===== src/rtl/uart_tx_pkg.sv =====
package uart_tx_pkg;

  // Strobes from control to datapath
  typedef struct packed {
    logic load;   // move holding word into frame register
    logic shift;  // advance frame register by one bit
  } txStrobe_t;

  typedef enum logic { ST_IDLE = 1'b0, ST_SHIFT = 1'b1 } txState_t;

  // Number of data bits for a length code
  function automatic logic [3:0] charBits(input logic [1:0] code);
    case (code)
      2'b00:   charBits = 4'd7;
      2'b01:   charBits = 4'd8;
      default: charBits = 4'd9;
    endcase
  endfunction

endpackage


===== src/rtl/uart_tx_tick.sv =====
module uart_tx_tick #(
  parameter int DIV_W = 8
) (
  input  logic             clk,
  input  logic             rstN,
  input  logic [DIV_W-1:0] divVal,
  input  logic             restart,
  output logic             tick
);
  logic [DIV_W-1:0] cnt;

  assign tick = (cnt >= divVal);

  always_ff @(posedge clk or negedge rstN) begin
    if (!rstN)               cnt <= '0;
    else if (restart || tick) cnt <= '0;
    else                     cnt <= cnt + 1'b1;
  end

  AST_TICK_AFTER_RESTART: assert property (@(posedge clk) disable iff (!rstN)
    restart |=> (cnt == '0)) else $error("tick restart failed");
endmodule


===== src/rtl/uart_tx_ctrl.sv =====
module uart_tx_ctrl
  import uart_tx_pkg::*;
#(
  parameter int OVERSAMPLE = 16,
  parameter int FRAME_W    = 13
) (
  input  logic       clk,
  input  logic       rstN,
  input  logic       tick,
  input  logic       txEnable,
  input  logic       ctsEnable,
  input  logic       ctsN,
  input  logic       bufEmpty,
  input  logic [1:0] charLen,
  input  logic [1:0] parityMode,
  input  logic       twoStop,
  input  logic       irqSelect,
  output txStrobe_t  strobe,
  output logic       busy,
  output logic       irq
);
  localparam int SUB_W = $clog2(OVERSAMPLE);
  localparam int LEN_W = $clog2(FRAME_W + 1);

  txState_t         state;
  logic [SUB_W-1:0] subCnt;
  logic [LEN_W-1:0] bitCnt;
  logic [LEN_W-1:0] frameLen;
  logic [LEN_W-1:0] newLen;
  logic             ctsOk, canStart, bitEnd, lastBit, doneStb, loadStb;

  assign ctsOk    = !ctsEnable || !ctsN;
  assign canStart = txEnable && !bufEmpty && ctsOk;
  assign bitEnd   = (state == ST_SHIFT) && tick && (subCnt == SUB_W'(OVERSAMPLE - 1));
  assign lastBit  = (bitCnt == frameLen - LEN_W'(1));
  assign doneStb  = bitEnd && lastBit;
  assign loadStb  = canStart && ((state == ST_IDLE) || doneStb);

  // start + data + optional parity + stop bits
  assign newLen = LEN_W'(1) + LEN_W'(charBits(charLen)) + LEN_W'(parityMode[1])
                + (twoStop ? LEN_W'(2) : LEN_W'(1));

  assign strobe.load  = loadStb;
  assign strobe.shift = bitEnd;
  assign busy         = (state == ST_SHIFT);

  always_ff @(posedge clk or negedge rstN) begin
    if (!rstN) begin
      state    <= ST_IDLE;
      subCnt   <= '0;
      bitCnt   <= '0;
      frameLen <= '0;
      irq      <= 1'b0;
    end else begin
      irq <= irqSelect ? doneStb : loadStb;
      if (loadStb) begin
        state    <= ST_SHIFT;
        subCnt   <= '0;
        bitCnt   <= '0;
        frameLen <= newLen;
      end else if (doneStb) begin
        state <= ST_IDLE;
      end else if (bitEnd) begin
        subCnt <= '0;
        bitCnt <= bitCnt + 1'b1;
      end else if (state == ST_SHIFT && tick) begin
        subCnt <= subCnt + 1'b1;
      end
    end
  end

  AST_CTS_GATE: assert property (@(posedge clk) disable iff (!rstN)
    (state == ST_IDLE && ctsEnable && ctsN) |=> (state == ST_IDLE)) else $error("start while CTS high");
  AST_BIT_BOUND: assert property (@(posedge clk) disable iff (!rstN)
    (state == ST_SHIFT) |-> (bitCnt < frameLen)) else $error("bit counter overrun");
  AST_IRQ_PULSE: assert property (@(posedge clk) disable iff (!rstN)
    irq |=> !irq) else $error("irq longer than one cycle");
endmodule


===== src/rtl/uart_tx_dpath.sv =====
module uart_tx_dpath
  import uart_tx_pkg::*;
#(
  parameter int DATA_W  = 9,
  parameter int FRAME_W = DATA_W + 4
) (
  input  logic              clk,
  input  logic              rstN,
  input  txStrobe_t         strobe,
  input  logic              wrValid,
  input  logic [DATA_W-1:0] wrData,
  input  logic [1:0]        charLen,
  input  logic [1:0]        parityMode,
  input  logic              msbFirst,
  input  logic              dataInvert,
  output logic              bufEmpty,
  output logic              lineBit
);
  logic [DATA_W-1:0]  hold;
  logic [FRAME_W-1:0] frameReg;
  logic [FRAME_W-1:0] newFrame;

  // Build the whole frame, first bit on the line at index 0
  always_comb begin
    int   nb;
    logic par;
    logic b;
    nb       = int'(charBits(charLen));
    par      = 1'b0;
    b        = 1'b0;
    newFrame = '1;
    newFrame[0] = 1'b0;
    for (int i = 0; i < DATA_W; i++) begin
      if (i < nb) begin
        b = msbFirst ? hold[nb - 1 - i] : hold[i];
        b = b ^ dataInvert;
        newFrame[1 + i] = b;
        par = par ^ b;
      end
    end
    if (parityMode[1]) newFrame[1 + nb] = parityMode[0] ? ~par : par;
  end

  always_ff @(posedge clk or negedge rstN) begin
    if (!rstN) begin
      hold     <= '0;
      bufEmpty <= 1'b1;
      frameReg <= '1;
    end else begin
      if (wrValid) begin
        hold     <= wrData;
        bufEmpty <= 1'b0;
      end else if (strobe.load) begin
        bufEmpty <= 1'b1;
      end
      if (strobe.load)       frameReg <= newFrame;
      else if (strobe.shift) frameReg <= {1'b1, frameReg[FRAME_W-1:1]};
    end
  end

  assign lineBit = frameReg[0];

  AST_WRITE_FILLS: assert property (@(posedge clk) disable iff (!rstN)
    wrValid |=> !bufEmpty) else $error("write did not clear empty");
  AST_LOAD_EMPTIES: assert property (@(posedge clk) disable iff (!rstN)
    (strobe.load && !wrValid) |=> bufEmpty) else $error("load did not set empty");
  AST_START_LOW: assert property (@(posedge clk) disable iff (!rstN)
    strobe.load |=> !lineBit) else $error("start bit not low");
endmodule


===== src/rtl/uart_tx_engine.sv =====
module uart_tx_engine
  import uart_tx_pkg::*;
#(
  parameter int DIV_W      = 8,
  parameter int DATA_W     = 9,
  parameter int OVERSAMPLE = 16
) (
  input  logic              clk,
  input  logic              rstN,
  input  logic [DIV_W-1:0]  divVal,
  input  logic              txEnable,
  input  logic [1:0]        charLen,
  input  logic [1:0]        parityMode,
  input  logic              twoStop,
  input  logic              msbFirst,
  input  logic              dataInvert,
  input  logic              lineInvert,
  input  logic              irqSelect,
  input  logic              ctsEnable,
  input  logic              ctsN,
  input  logic              wrValid,
  input  logic [DATA_W-1:0] wrData,
  output logic              txd,
  output logic              bufEmpty,
  output logic              busy,
  output logic              irq
);
  localparam int FRAME_W = DATA_W + 4;

  txStrobe_t strobe;
  logic      tick;
  logic      lineBit;

  uart_tx_tick #(.DIV_W(DIV_W)) tick_i (
    .clk(clk), .rstN(rstN), .divVal(divVal), .restart(strobe.load), .tick(tick)
  );

  uart_tx_ctrl #(.OVERSAMPLE(OVERSAMPLE), .FRAME_W(FRAME_W)) ctrl_i (
    .clk(clk), .rstN(rstN), .tick(tick), .txEnable(txEnable),
    .ctsEnable(ctsEnable), .ctsN(ctsN), .bufEmpty(bufEmpty),
    .charLen(charLen), .parityMode(parityMode), .twoStop(twoStop),
    .irqSelect(irqSelect), .strobe(strobe), .busy(busy), .irq(irq)
  );

  uart_tx_dpath #(.DATA_W(DATA_W), .FRAME_W(FRAME_W)) dpath_i (
    .clk(clk), .rstN(rstN), .strobe(strobe), .wrValid(wrValid), .wrData(wrData),
    .charLen(charLen), .parityMode(parityMode), .msbFirst(msbFirst),
    .dataInvert(dataInvert), .bufEmpty(bufEmpty), .lineBit(lineBit)
  );

  assign txd = lineBit ^ lineInvert;

  AST_IDLE_MARK: assert property (@(posedge clk) disable iff (!rstN)
    !busy |-> (txd == !lineInvert)) else $error("idle level wrong");
endmodule


===== config.mk =====
export PLATFORM = sky130hd
export DESIGN_NAME = uart_tx_engine
export DESIGN_NICKNAME = d
export VERILOG_FILES = /design/src/rtl/uart_tx_pkg.sv /design/src/rtl/uart_tx_tick.sv /design/src/rtl/uart_tx_ctrl.sv /design/src/rtl/uart_tx_dpath.sv /design/src/rtl/uart_tx_engine.sv
export SDC_FILE = /design/constraint.sdc
export NUM_CORES = 1
export LEC_CHECK = 0
export ABC_AREA = 1
export BUFFER_PORTS_ARGS = -buffer_cell sky130_fd_sc_hd__buf_2
export CAP_MARGIN = 40
export CORE_ASPECT_RATIO = 1.2
export CORE_MARGIN = 4
export CORE_UTILIZATION = 53
export DETAILED_ROUTE_END_ITERATION = 8
export PLACE_DENSITY = 0.85
export SETUP_SLACK_MARGIN = 0.05
export SYNTH_ARGS = -nofsm -noshare
export SYNTH_HDL_FRONTEND = slang
export SYNTH_SLANG_ARGS = --single-unit

===== constraint.sdc =====
create_clock -name clk -period 2.2 [get_ports clk]
set_clock_uncertainty 0.1 [all_clocks]
set_input_delay 0.11 -clock clk [delete_from_list [all_inputs] [get_ports clk]]
set_output_delay 0.11 -clock clk [all_outputs]
set_load 0.03 [all_outputs]

==> flow_metrics.tcl, run 1 <==
set metrics [dict create \
    status "finished with violations" \
    violations "negative setup slack" \
    cap_violations 0 \
    stdcell_count 613 \
    initial_core_util_pct 55.4 \
    ios 36 \
    final_common_cell "nand2_1" \
    overflow 0 \
    p_switching_mw 1.46 \
    cp-startpoint "tick_i.cnt[0]" \
    worstMarginPinSlew_ns 0.368 \
    ys_seq_area_share_pct 35.9 \
    fin_crit_ns 2.74 \
    grt_usage_pct 26.6 \
    grt_antenna_before_repair 0 \
    vias 3488 \
    p_leak_nw 2.34 \
    vias_per_cell 5.69 \
    layout_setup_ws_ns -0.538 \
    postRouteAntennaNets 0 \
    final_util_pct 79.4 \
    die_y_um 92.9 \
    design_area_mm2 0.00456 \
    arrival_ns 2.86 \
    worst-path-buf-inv 6 \
    critPathKind "flop to flop" \
    portBuffers 35 \
    max_clock_freq_mhz 365 \
    ir_worst_vdd_v 0.000376 \
    dr.pass1.iters 5 \
    crit_chain "inv_2, ha_1, inv_1, a21oi_4, o21ai_2, nand2_2, o2111ai_4, nand2_2, inv_2, nand2_2, nand2_2, inv_2, nor2_4, buf_12, buf_6, or2_4, nor2_2" \
    period_share_pct 124 \
    hp-start "wrValid" \
    htreeDepth 2 \
    synth_area_leader_cell "dfrtp_1" \
    ctsLongestPathBuffers 2 \
    grt_pass1_wl_mm 15.1 \
    ys_warn_count 0 \
    synth.area.top_cells "dfrtp_1 (24%), nand2_1 (13%), dfstp_2 (12%), inv_1 (7.1%), ha_1 (6.3%)" \
    setup_viol 36 \
    dr.first_iter.drc_count 270 \
    cts_buffers 5 \
    cts.sinks 45 \
    ys_types 42 \
    layout_common_cells "nand2_1 (95), inv_1 (56), buf_4 (53)" \
    seq_power_share_pct 34.7 \
    ys_ff_latch 45 \
    powerDensity_mw_per_mm2 810 \
    cts.clk_slew.worst_paths_ns 0.11 \
    startpoint_type "flop" \
    antenna_cells 0 \
    worstSkewPairLatency_ns 0.32 \
    multi_input_area_mm2 0.00209 \
    hp-class "primary input to flop" \
    drive_above_1_share_pct 43.0 \
    clockPowerShare_pct 17.6 \
    critPathMaxStageDelay_ns 0.41 \
    cts_root_buffer "clkbuf_8" \
    avgSynthCellArea_um2 7.47 \
    dieArea_mm2 0.00732 \
    syn_nets 475 \
    rsz0062_at_grt "yes" \
    place_inst 567 \
    nets 581 \
    drc_errors 0 \
    power_mw 3.69 \
    critical_path.slowest_cell "dfrtp_1" \
    combPwrFrac_pct 47.8 \
    num_rows 30 \
    regArea_mm2 0.00114 \
    netlist.area_leader.share_pct 24.4 \
    synthesis.instances 426 \
    wirelength_mm 10.9 \
    routabilityCongestion 0.880 \
    critPathTopFamily "simple AND/OR/NAND/NOR gates" \
    intPower_mw 2.23 \
    routedWlPerCell_um 17.8 \
    maxSlewHeadroom_pct 75.5 \
    crit_fanout 8 \
    post-dp-hpwl_mm 5.88 \
    final_hold_viol_count 0 \
    crit_top_cell "nand2_2" \
    cp.required_ns 2.32 \
    p_sw_share_pct 39.6 \
    grt_max_degree 18 \
    maxSlewViolCount 0 \
    core-area_mm2 0.00574 \
    worst_setup_path_end_kind "flop" \
    netlist_area_mm2 0.00318 \
    worst_r2r_startpoint "tick_i.cnt[0]" \
    cts_tree "built" \
    grt_pass1_vias 3310 \
    dpl_cell_area_mm2 0.00371 \
    syn_to_final_growth_pct 43.2 \
    die-width_um 78.7 \
    num-fill-cells 355 \
]
==> synth_stat cells, drive strengths merged <==
cell     number
buf           6
a22o          1
dfrtp        31
fa            1
o2111ai       1
nor2         29
a221oi        1
a21oi        20
o22ai         3
and3          2
nand3        37
o211ai        1
o221ai        3
nor3          7
a31oi         1
dfstp        14
o21ai        25
xor2         14
nand4         5
ha           16
inv          66
a22oi         1
or2           4
nand2       122
mux2          2
nor3b         3
xnor2         3
clkbuf        7
==> metal layers <==
metal  up-vias  GRT usage, %  share of wire [%]
met3        67          3.79                6.7
met5         -             0                  0
met1      1639          26.6                 34
met2       209          51.6                 53
li1       1573             -                  -
met4         0          14.7                6.7
==> layout make-up <==
cell class	instances	share of cell area (%)
multi-input combinational	302	45.8
sequential	45	25.1
timing repair buffer	112	18.9
inverter	66	5.71
tap	80	2.20
clock buffer	6	1.59
clock inverter	2	0.769
==> cells by family (layout without fill, tap and decap cells) <==
group / after synthesis / in the layout / synth area share (%)
and+or+nand+nor: 209 / 209 / 30.3
buffers and inverters: 79 / 186 / 10.7
xor gates and xnor gates: 17 / 17 / 4.68
AOI/OAI and AO/OA: 57 / 57 / 10.8
muxes: 2 / 2 / 0.707
adders and majority gates: 17 / 17 / 6.92
DFF: 45 / 45 / 35.9
==> worst paths after layout <==
kind	depth (start not counted)	endpoint	slack [ns]
min in group asynchronous	2	ctrl_i.subCnt[2]	0.13
max in group asynchronous	3	dpath_i.frameReg[10]	1.23
worst min register to register	2	dpath_i.frameReg[11]	0.41
worst min-delay path	2	dpath_i.bufEmpty	0.05
worst max register to register	17	tick_i.cnt[7]	-0.54
worst max-delay path	17	tick_i.cnt[7]	-0.54
==> stage by stage <==
stage	setup TNS [ns]	hold slack, ns	worst slack, ns
5_1_grt	-18.47	0.0593	-0.654
3_5_place_dp	-3.40	-0.0668	-0.207
6_report	-14.33	0.0458	-0.538
2_1_floorplan	0	-0.286	0.0126
4_1_cts	-2.69	0.0378	-0.138
3_3_place_gp	-0.121	-0.0679	-0.0648
==> what timing repair did <==
action                                  4_1_cts  5_1_grt
gates resized for setup                      44       64
gates cloned                                  2        0
setup buffers                                19        8
hold buffers                                 11        0
hold endpoints to repair                     44        0
endpoints found under the setup margin       35       36
pin swaps                                    20       23
==> sequential cells by signal, summed over array words and instances, names as in the netlist <==
name	count
dpath_i.frameReg	13
dpath_i.hold	9
tick_i.cnt	8
ctrl_i.bitCnt	4
ctrl_i.frameLen	4
ctrl_i.subCnt	4
ctrl_i.busy	1
ctrl_i.irq	1
dpath_i.bufEmpty	1
==> power groups by stage <==
stage	Sequential [mW]	Clock, mW	Combinational [mW]
2_1_floorplan	1.21	0	0.804
3_3_place_gp	1.21	0	1.12
3_5_place_dp	1.23	0	1.19
4_1_cts	1.23	0.626	1.35
5_1_grt	1.30	0.684	1.92
6_report	1.28	0.650	1.76
No activity file was read; power rests on OpenSTA's default activity.
==> inputs of run 2 (changes only) <==
Settings changed: RECOVER_POWER set to 100.
==> flow_metrics.tcl, run 2 (synthesized netlist as in run 1, its figures left out) <==
set metrics [dict create \
    status "finished with violations" \
    violations "negative setup slack" \
    drive_above_1_share_pct 42.2 \
    overflow 0 \
    p_switching_mw 1.46 \
    routabilityCongestion 0.880 \
    hp-start "wrValid" \
    cts.clk_slew.worst_paths_ns 0.10 \
    combPwrFrac_pct 47.7 \
    routedWlPerCell_um 17.8 \
    die_y_um 92.9 \
    max_clock_freq_mhz 362 \
    cts_tree "built" \
    min_to "dpath_i.bufEmpty" \
    num-fill-cells 360 \
    hp-class "primary input to flop" \
    dp_slack_ns -0.207 \
    dr.first_iter.drc_count 288 \
    worst-path-buf-inv 6 \
    startpoint_type "flop" \
    die-width_um 78.7 \
    fin_crit_ns 2.76 \
    layout_common_cells "nand2_1 (95), inv_1 (56), buf_4 (50)" \
    nets 581 \
    setup_viol 36 \
    wirelength_mm 10.9 \
    worst_r2r_startpoint "tick_i.cnt[0]" \
    p_sw_share_pct 39.6 \
    initial_core_util_pct 55.4 \
    hold_path_depth 2 \
    reg2reg_slack_ns -0.56 \
    period_share_pct 125 \
    grt_usage_pct 26.6 \
    ir_worst_vdd_v 0.000376 \
    worstSkewPairLatency_ns 0.32 \
    powerDensity_mw_per_mm2 812 \
    grt_max_degree 18 \
    dpl_cell_area_mm2 0.00371 \
    num_rows 30 \
    final_common_cell "nand2_1" \
    critPathTopFamily "simple AND/OR/NAND/NOR gates" \
    post-dp-hpwl_mm 5.88 \
    critPathKind "flop to flop" \
    maxSlewViolCount 0 \
    critPathMaxStageDelay_ns 0.41 \
    postRouteAntennaNets 0 \
    ios 36 \
    cap_violations 0 \
    layout_setup_ws_ns -0.560 \
    intPower_mw 2.23 \
    reg2reg_depth 17 \
    antenna_cells 0 \
    worstMarginPinSlew_ns 0.901 \
    largest_register_ffs 13 \
    syn_to_final_growth_pct 42.8 \
    vias_per_cell 5.65 \
    worst_setup_path_end_kind "flop" \
    cp.required_ns 2.32 \
    power_mw 3.69 \
    vias 3461 \
    critical_path.slowest_cell "dfrtp_1" \
    design_area_mm2 0.00455 \
    arrival_ns 2.88 \
    cts.sinks 45 \
    rsz0062_at_grt "yes" \
    dr.pass1.iters 6 \
    r2r-end "tick_i.cnt[7]" \
    dieArea_mm2 0.00732 \
    final_hold_viol_count 0 \
    clockPowerShare_pct 17.6 \
    hold_ws_ns 0.0511 \
    reg_top3 "dpath_i.frameReg: 13 flops, dpath_i.hold: 9 flops, tick_i.cnt: 8 flops" \
    crit_top_cell "nand2_2" \
    crit_chain "inv_2, ha_1, inv_1, a21oi_4, o21ai_2, nand2_2, o2111ai_4, nand2_2, inv_2, nand2_2, nand2_2, inv_2, nor2_4, buf_12, buf_6, or2_4, nor2_2" \
    grt_antenna_before_repair 0 \
    drc_errors 0 \
    core-area_mm2 0.00574 \
    grt_pass1_vias 3310 \
    portBuffers 35 \
    maxSlewHeadroom_pct 40.0 \
    crit_fanout 8 \
    grt_pass1_wl_mm 15.1 \
    ctsLongestPathBuffers 2 \
    cts_root_buffer "clkbuf_8" \
    seq_power_share_pct 34.7 \
    top_register "dpath_i.frameReg" \
    htreeDepth 2 \
    p_leak_nw 2.32 \
    cts_buffers 5 \
]
[run 2: cell count changes in the layout (fill, tap and decap cells not counted), sizes merged]
| cell | previous run | this run |
|---|---|---|
| buf | 101 | 96 |
| clkbuf | 6 | 11 |
[run 2: worst max path at each step]
stage	end	startpoint	slack [ns]	cells past startpoint
final	tick_i.cnt[7]	tick_i.cnt[0]	-0.56	17
after global routing	tick_i.cnt[7]	tick_i.cnt[0]	-0.65	17
after detailed placement	dpath_i.frameReg[0]	tick_i.cnt[7]	-0.21	17
after floorplan	dpath_i.frameReg[12]	tick_i.cnt[1]	0.01	14
after global placement	dpath_i.frameReg[12]	tick_i.cnt[1]	-0.06	14
after CTS	dpath_i.frameReg[8]	tick_i.cnt[5]	-0.14	17
[run 2: what timing repair did]
action / CTS / global route
resized for setup: 44 / 64
pin swaps: 20 / 23
hold buffers: 11 / 0
setup endpoints to repair: 35 / 36
setup buffers: 19 / 8
hold endpoints to repair: 44 / 0
cloned: 2 / 0
[run 2: power groups by stage]
| stage | Sequential (mW) | Clock, mW | Combinational, mW |
|---|---|---|---|
| detailed placement | 1.23 | 0 | 1.19 |
| floorplan | 1.21 | 0 | 0.804 |
| CTS | 1.23 | 0.626 | 1.35 |
| global route | 1.30 | 0.684 | 1.91 |
| global placement | 1.21 | 0 | 1.12 |
| finish | 1.28 | 0.648 | 1.76 |
[run 2: per-layer routing]
| layer | GRT usage [%] | vias to the layer above | routed length, um |
|---|---|---|---|
| met1 | 26.6 | 1640 | 3750 |
| met5 | 0 | - | 0 |
| met3 | 3.79 | 66 | 648 |
| met4 | 14.7 | 0 | 715 |
| li1 | - | 1573 | - |
| met2 | 51.6 | 182 | 5800 |
[run 2: final cells by class]
| type | instances | area, um^2 | area share, % |
|---|---|---|---|
| multi-input combinational | 302 | 2090 | 45.9 |
| timing repair buffer | 112 | 848 | 18.7 |
| clock buffer | 6 | 72.6 | 1.60 |
| sequential | 45 | 1140 | 25.2 |
| inverter | 66 | 260 | 5.73 |
| clock inverter | 2 | 35.0 | 0.771 |
| tap | 80 | 100 | 2.20 |
[run 2: per-stage QoR]
stage	std cells	util, %	TNS (ns)
after floorplan	426	-	0
after global placement	567	64.5	-0.121
after detailed placement	567	64.5	-3.40
after CTS	606	73.9	-2.69
after global routing	613	79.2	-18.47
final	613	79.2	-14.38
[run 2: worst register-to-register path, delay by kind of cell (launching register included)]
kind / cells / cell delay [ns]
AND/OR/NAND/NOR: 7 / 1.00
buffers and inverters: 6 / 0.59
AO/OA/AOI/OAI: 3 / 0.42
flip-flops: 1 / 0.41
adder cells (fa/ha/maj): 1 / 0.15
